### src/rtl/epp_cycle_ctrl.sv
module epp_cycle_ctrl #(
  parameter int TIMEOUT_CYCLES = 500,
  parameter bit CLEAR_ON_WRITE = 1'b0,
  parameter int DW             = 8
) (
  input  logic          clk,
  input  logic          rst_n,
  input  logic          epp_mode,
  input  logic          host_start,
  input  logic          host_is_write,
  input  logic          host_is_addr,
  input  logic [DW-1:0] host_wdata,
  output logic          host_busy,
  output logic          host_done,
  output logic [DW-1:0] host_rdata,
  input  logic          stat_rd,
  input  logic          stat_wr,
  input  logic          stat_wbit,
  output logic [DW-1:0] stat_rdata,
  output logic [DW-1:0] pp_data_out,
  output logic          pp_data_oe,
  input  logic [DW-1:0] pp_data_in,
  output logic          pp_addr_stb_n,
  output logic          pp_data_stb_n,
  output logic          pp_write_n,
  input  logic          pp_wait
);
  localparam int CW = $clog2(TIMEOUT_CYCLES + 1);
  localparam logic [CW-1:0] LAST = CW'(TIMEOUT_CYCLES - 1);

  typedef enum logic [1:0] {S_IDLE, S_STROBE, S_RELEASE} state_t;

  state_t        state;
  logic [CW-1:0] cnt;
  logic          is_addr_q, is_write_q, done_q, to_flag;
  logic          wait_m, wait_s;
  logic [DW-1:0] wdata_q, rdata_q;
  logic          timeout_hit, flag_clr;

  assign timeout_hit = (state == S_STROBE) && !wait_s && (cnt == LAST);
  assign flag_clr    = CLEAR_ON_WRITE ? (stat_wr && stat_wbit) : stat_rd;

  always_ff @(posedge clk or negedge rst_n) begin
    if (!rst_n) begin
      wait_m <= 1'b0;
      wait_s <= 1'b0;
    end else begin
      wait_m <= pp_wait;
      wait_s <= wait_m;
    end
  end

  always_ff @(posedge clk or negedge rst_n) begin
    if (!rst_n) begin
      state      <= S_IDLE;
      cnt        <= '0;
      is_addr_q  <= 1'b0;
      is_write_q <= 1'b0;
      wdata_q    <= '0;
      rdata_q    <= '1;
      done_q     <= 1'b0;
    end else begin
      done_q <= 1'b0;
      case (state)
        S_IDLE: if (host_start && epp_mode) begin
          state      <= S_STROBE;
          cnt        <= '0;
          is_addr_q  <= host_is_addr;
          is_write_q <= host_is_write;
          wdata_q    <= host_wdata;
        end
        S_STROBE: if (wait_s) begin
          rdata_q <= pp_data_in;
          state   <= S_RELEASE;
        end else if (timeout_hit) begin
          rdata_q <= '1;
          done_q  <= 1'b1;
          state   <= S_IDLE;
        end else begin
          cnt <= cnt + 1'b1;
        end
        S_RELEASE: if (!wait_s) begin
          done_q <= 1'b1;
          state  <= S_IDLE;
        end
        default: state <= S_IDLE;
      endcase
    end
  end

  always_ff @(posedge clk or negedge rst_n) begin
    if (!rst_n) to_flag <= 1'b0;
    else        to_flag <= timeout_hit | (to_flag & ~flag_clr);
  end

  assign host_busy     = (state != S_IDLE);
  assign host_done     = done_q;
  assign host_rdata    = rdata_q;
  assign stat_rdata    = {{(DW-1){1'b0}}, to_flag | ~epp_mode};
  assign pp_addr_stb_n = !((state == S_STROBE) && is_addr_q);
  assign pp_data_stb_n = !((state == S_STROBE) && !is_addr_q);
  assign pp_data_oe    = host_busy && is_write_q;
  assign pp_write_n    = !pp_data_oe;
  assign pp_data_out   = wdata_q;
endmodule

### config.mk
export PLATFORM = sky130hd
export DESIGN_NAME = epp_cycle_ctrl
export DESIGN_NICKNAME = d
export VERILOG_FILES = /design/src/rtl/epp_cycle_ctrl.sv
export SDC_FILE = /design/constraint.sdc
export NUM_CORES = 1
export LEC_CHECK = 0
export CAP_MARGIN = 20
export CORE_AREA = 2 2 68 70
export CTS_CLUSTER_SIZE = 28
export DETAILED_ROUTE_END_ITERATION = 16
export DIE_AREA = 0 0 70 72
export PLACE_DENSITY = 0.81
export SKIP_CTS_REPAIR_TIMING = 1
export SLEW_MARGIN = 20
export SYNTH_ARGS = -nofsm -noshare
export SYNTH_HDL_FRONTEND = slang
export SYNTH_SLANG_ARGS = --single-unit
### constraint.sdc
create_clock -name clk -period 1.7 [get_ports clk]
set_input_delay 0.17 -clock clk [delete_from_list [all_inputs] [get_ports clk]]
set_output_delay 0.17 -clock clk [all_outputs]
set_load 0.1 [all_outputs]
==> results.sh <==
export IMPL_r2r_slack_ps=0
export IMPL_min_period_ps=1719
export IMPL_drive_above_1_share_pct=36.57
export IMPL_worstPathArrival_ps=1550
export IMPL_hold_viol_final=0
export IMPL_hpwlAfterDp_mm=2.849
export IMPL_async_flop_share_pct=100.0
export IMPL_grt_antenna_before_repair=0
export IMPL_path_max_fanout=6
export IMPL_clk_path_buf_depth=2
export IMPL_grt_pass1_wl_mm=6.658
export IMPL_reg2reg_depth=6
export IMPL_die_w_um=70
export IMPL_ioPinCount=56
export IMPL_grt_setup_unrepaired="true"
export IMPL_dieArea_mm2=0.005040
export IMPL_maxCapViolCount=0
export IMPL_setup_viol=1
export IMPL_yosysMostFrequentCell="dfrtp_1"
export IMPL_start_util_pct=38.94
export IMPL_grt_max_degree=34
export IMPL_setup_tns_ps=-19.21
export IMPL_ys_warn_count=0
export IMPL_area_growth_pct=54.71
export IMPL_root_buffer="clkbuf_8"
export IMPL_worst_r2r_endpoint="cnt[4]$_DFFE_PN0P_"
export IMPL_syn_inst=149
export IMPL_syn_mean_instance_area_um2=11.14
export IMPL_synth_seq_cells=33
export IMPL_fmax_mhz=581.7
export IMPL_synthFlopType="dfrtp_1"
export IMPL_min_period_over_period_pct=101.1
export IMPL_antenna_left=0
export IMPL_outcome="complete, but fails checks"
export IMPL_synth_area_leaders="dfrtp_1 38%, dfstp_2 13%, mux2_1 5.4%, o22a_1 4.2%, nand2_1 3.8%"
export IMPL_drc_errors=0
export IMPL_vias_per_cell=5.291
export IMPL_numCtsBuffers=5
export IMPL_path_clk_slew_ps=70
export IMPL_io_buffers=46
export IMPL_placement_rows=24
export IMPL_synthTopCellsByCount="25 x dfrtp_1, 17 x nand2_1"
export IMPL_synth_area_mm2=0.001660
export IMPL_wl_mm=3.891
export IMPL_dr_pass1_iters=4
export IMPL_overflow=0
export IMPL_vias=1418
export IMPL_cts_sinks=33
export IMPL_clk_latency_ps=290
export IMPL_critPathKind="flop to output pin"
export IMPL_crit_required_ps=1530
export IMPL_coreArea_mm2=0.004264
export IMPL_slew_viol_final=0
export IMPL_finalNetCount=245
export IMPL_wl_per_cell_um=14.52
export IMPL_synth_edf_count=0
export IMPL_cp_end_kind="output pin"
export IMPL_worst_r2r_startpoint="state[1]$_DFFE_PN0P_"
export IMPL_track_usage_pct=16.59
export IMPL_place_gp_congestion=0.8502
export IMPL_skew_ps=5.798
export IMPL_h_tree_depth=2
export IMPL_hold_class="primary input to asynchronous set/reset pin"
export IMPL_synth_seq_area_share_pct=50.34
export IMPL_start_kind="flop"
export IMPL_cts_tree="done"
export IMPL_die_y_um=72
export IMPL_violations="setup timing"
export IMPL_grt_pass1_vias=1487
export IMPL_synth_top_cell_by_area="dfrtp_1"
export IMPL_yosysTopAreaCellShare_pct=37.68
export IMPL_ys_types=45
export IMPL_first_iter_violations=100
export IMPL_n_antenna_cell=0
export IMPL_worst_slack_ps=-19.21
## final cells by class
type	instances	area [um^2]
tap	52	65.06
clock buffer	6	72.57
multi-input combinational	102	823.3
inverter	8	37.54
clock inverter	2	10.01
timing repair buffer	65	724.4
sequential	33	835.8
fill	350	1695
## critical path, cell delays in order (launching register included)
cell,delay [ps]
dfrtp_1,410
inv_2,120
ha_4,200
clkinvlp_4,170
nand2_8,100
clkinvlp_4,90
buf_12,170
## worst max path at each step
stage                               startpoint                         to  cells past startpoint
after floorplan           state[1]$_DFFE_PN0P_                 pp_data_oe                      5
after global placement      cnt[0]$_DFFE_PN0P_  host_rdata[3]$_DFFE_PN1P_                      5
after detailed placement    cnt[0]$_DFFE_PN0P_  host_rdata[6]$_DFFE_PN1P_                      5
after CTS                 state[1]$_DFFE_PN0P_                 pp_data_oe                      6
after global routing      state[1]$_DFFE_PN0P_                 pp_data_oe                      6
final                     state[1]$_DFFE_PN0P_                 pp_data_oe                      6
## registers in the layout, indices dropped and copies added (netlist names)
signal and flops:
host_rdata 8, host_done 1, to_flag 1, wait_s 1
wait_m 1, state 2, pp_data_out 8, cnt 9
is_addr_q 1, is_write_q 1
## through the flow
| step | worst slack (ps) | hold WS (ps) | instances | cell area (um^2) | util (%) |
|---|---|---|---|---|---|
| after floorplan | -487.5 | -125.6 | 155 | 1727 | - |
| after global placement | 7.345 | 333.9 | 255 | 2395 | 56.16 |
| after detailed placement | -18.56 | 336.4 | 255 | 2395 | 56.16 |
| after CTS | -96.14 | 310.3 | 263 | 2477 | 58.10 |
| after global routing | -111.1 | 310.7 | 268 | 2569 | 60.24 |
| final | -19.21 | 290.6 | 268 | 2569 | 60.24 |
## cells by family (layout without fill, tap and decap cells)
kind of cell | Yosys count | in the layout | synth area share (%)
simple gates | 48 | 48 | 16.50
flops | 33 | 33 | 50.34
compound gates | 28 | 28 | 13.49
buf+inv | 20 | 81 | 6.631
mux | 14 | 14 | 9.269
fa+ha+maj | 4 | 4 | 3.014
other cells | 1 | 7 | 0.2259
xor+xnor | 1 | 1 | 0.5276
## cells in the final DEF (no fill, tap or decap), types with 3 or more instances in the layout
master           instances
a21oi_1                  3
a22o_1                   4
buf_12                  14
buf_4                   27
clkbuf_8                 5
clkdlybuf4s50_1         23
conb_1                   7
dfrtp_1                 25
dfstp_2                  8
inv_1                    4
mux2_1                   8
mux2_2                   3
mux2i_1                  3
nand2_1                 15
nand2b_1                 4
nand3_1                  6
o21ai_1                  3
o22a_1                   8
## routing by layer
metal  up-vias  global-route usage [%]  wire length [um]
li1        653                       -                 -
met1       688                   18.57              1502
met2        66                   28.36              2001
met3        11                   6.806               303
met4         0                   6.624                84
met5         -                       0                 0
Power is left out: the tool's default activity adds up to more than one toggle a clock period on the data nets, which glitch-free logic cannot reach.
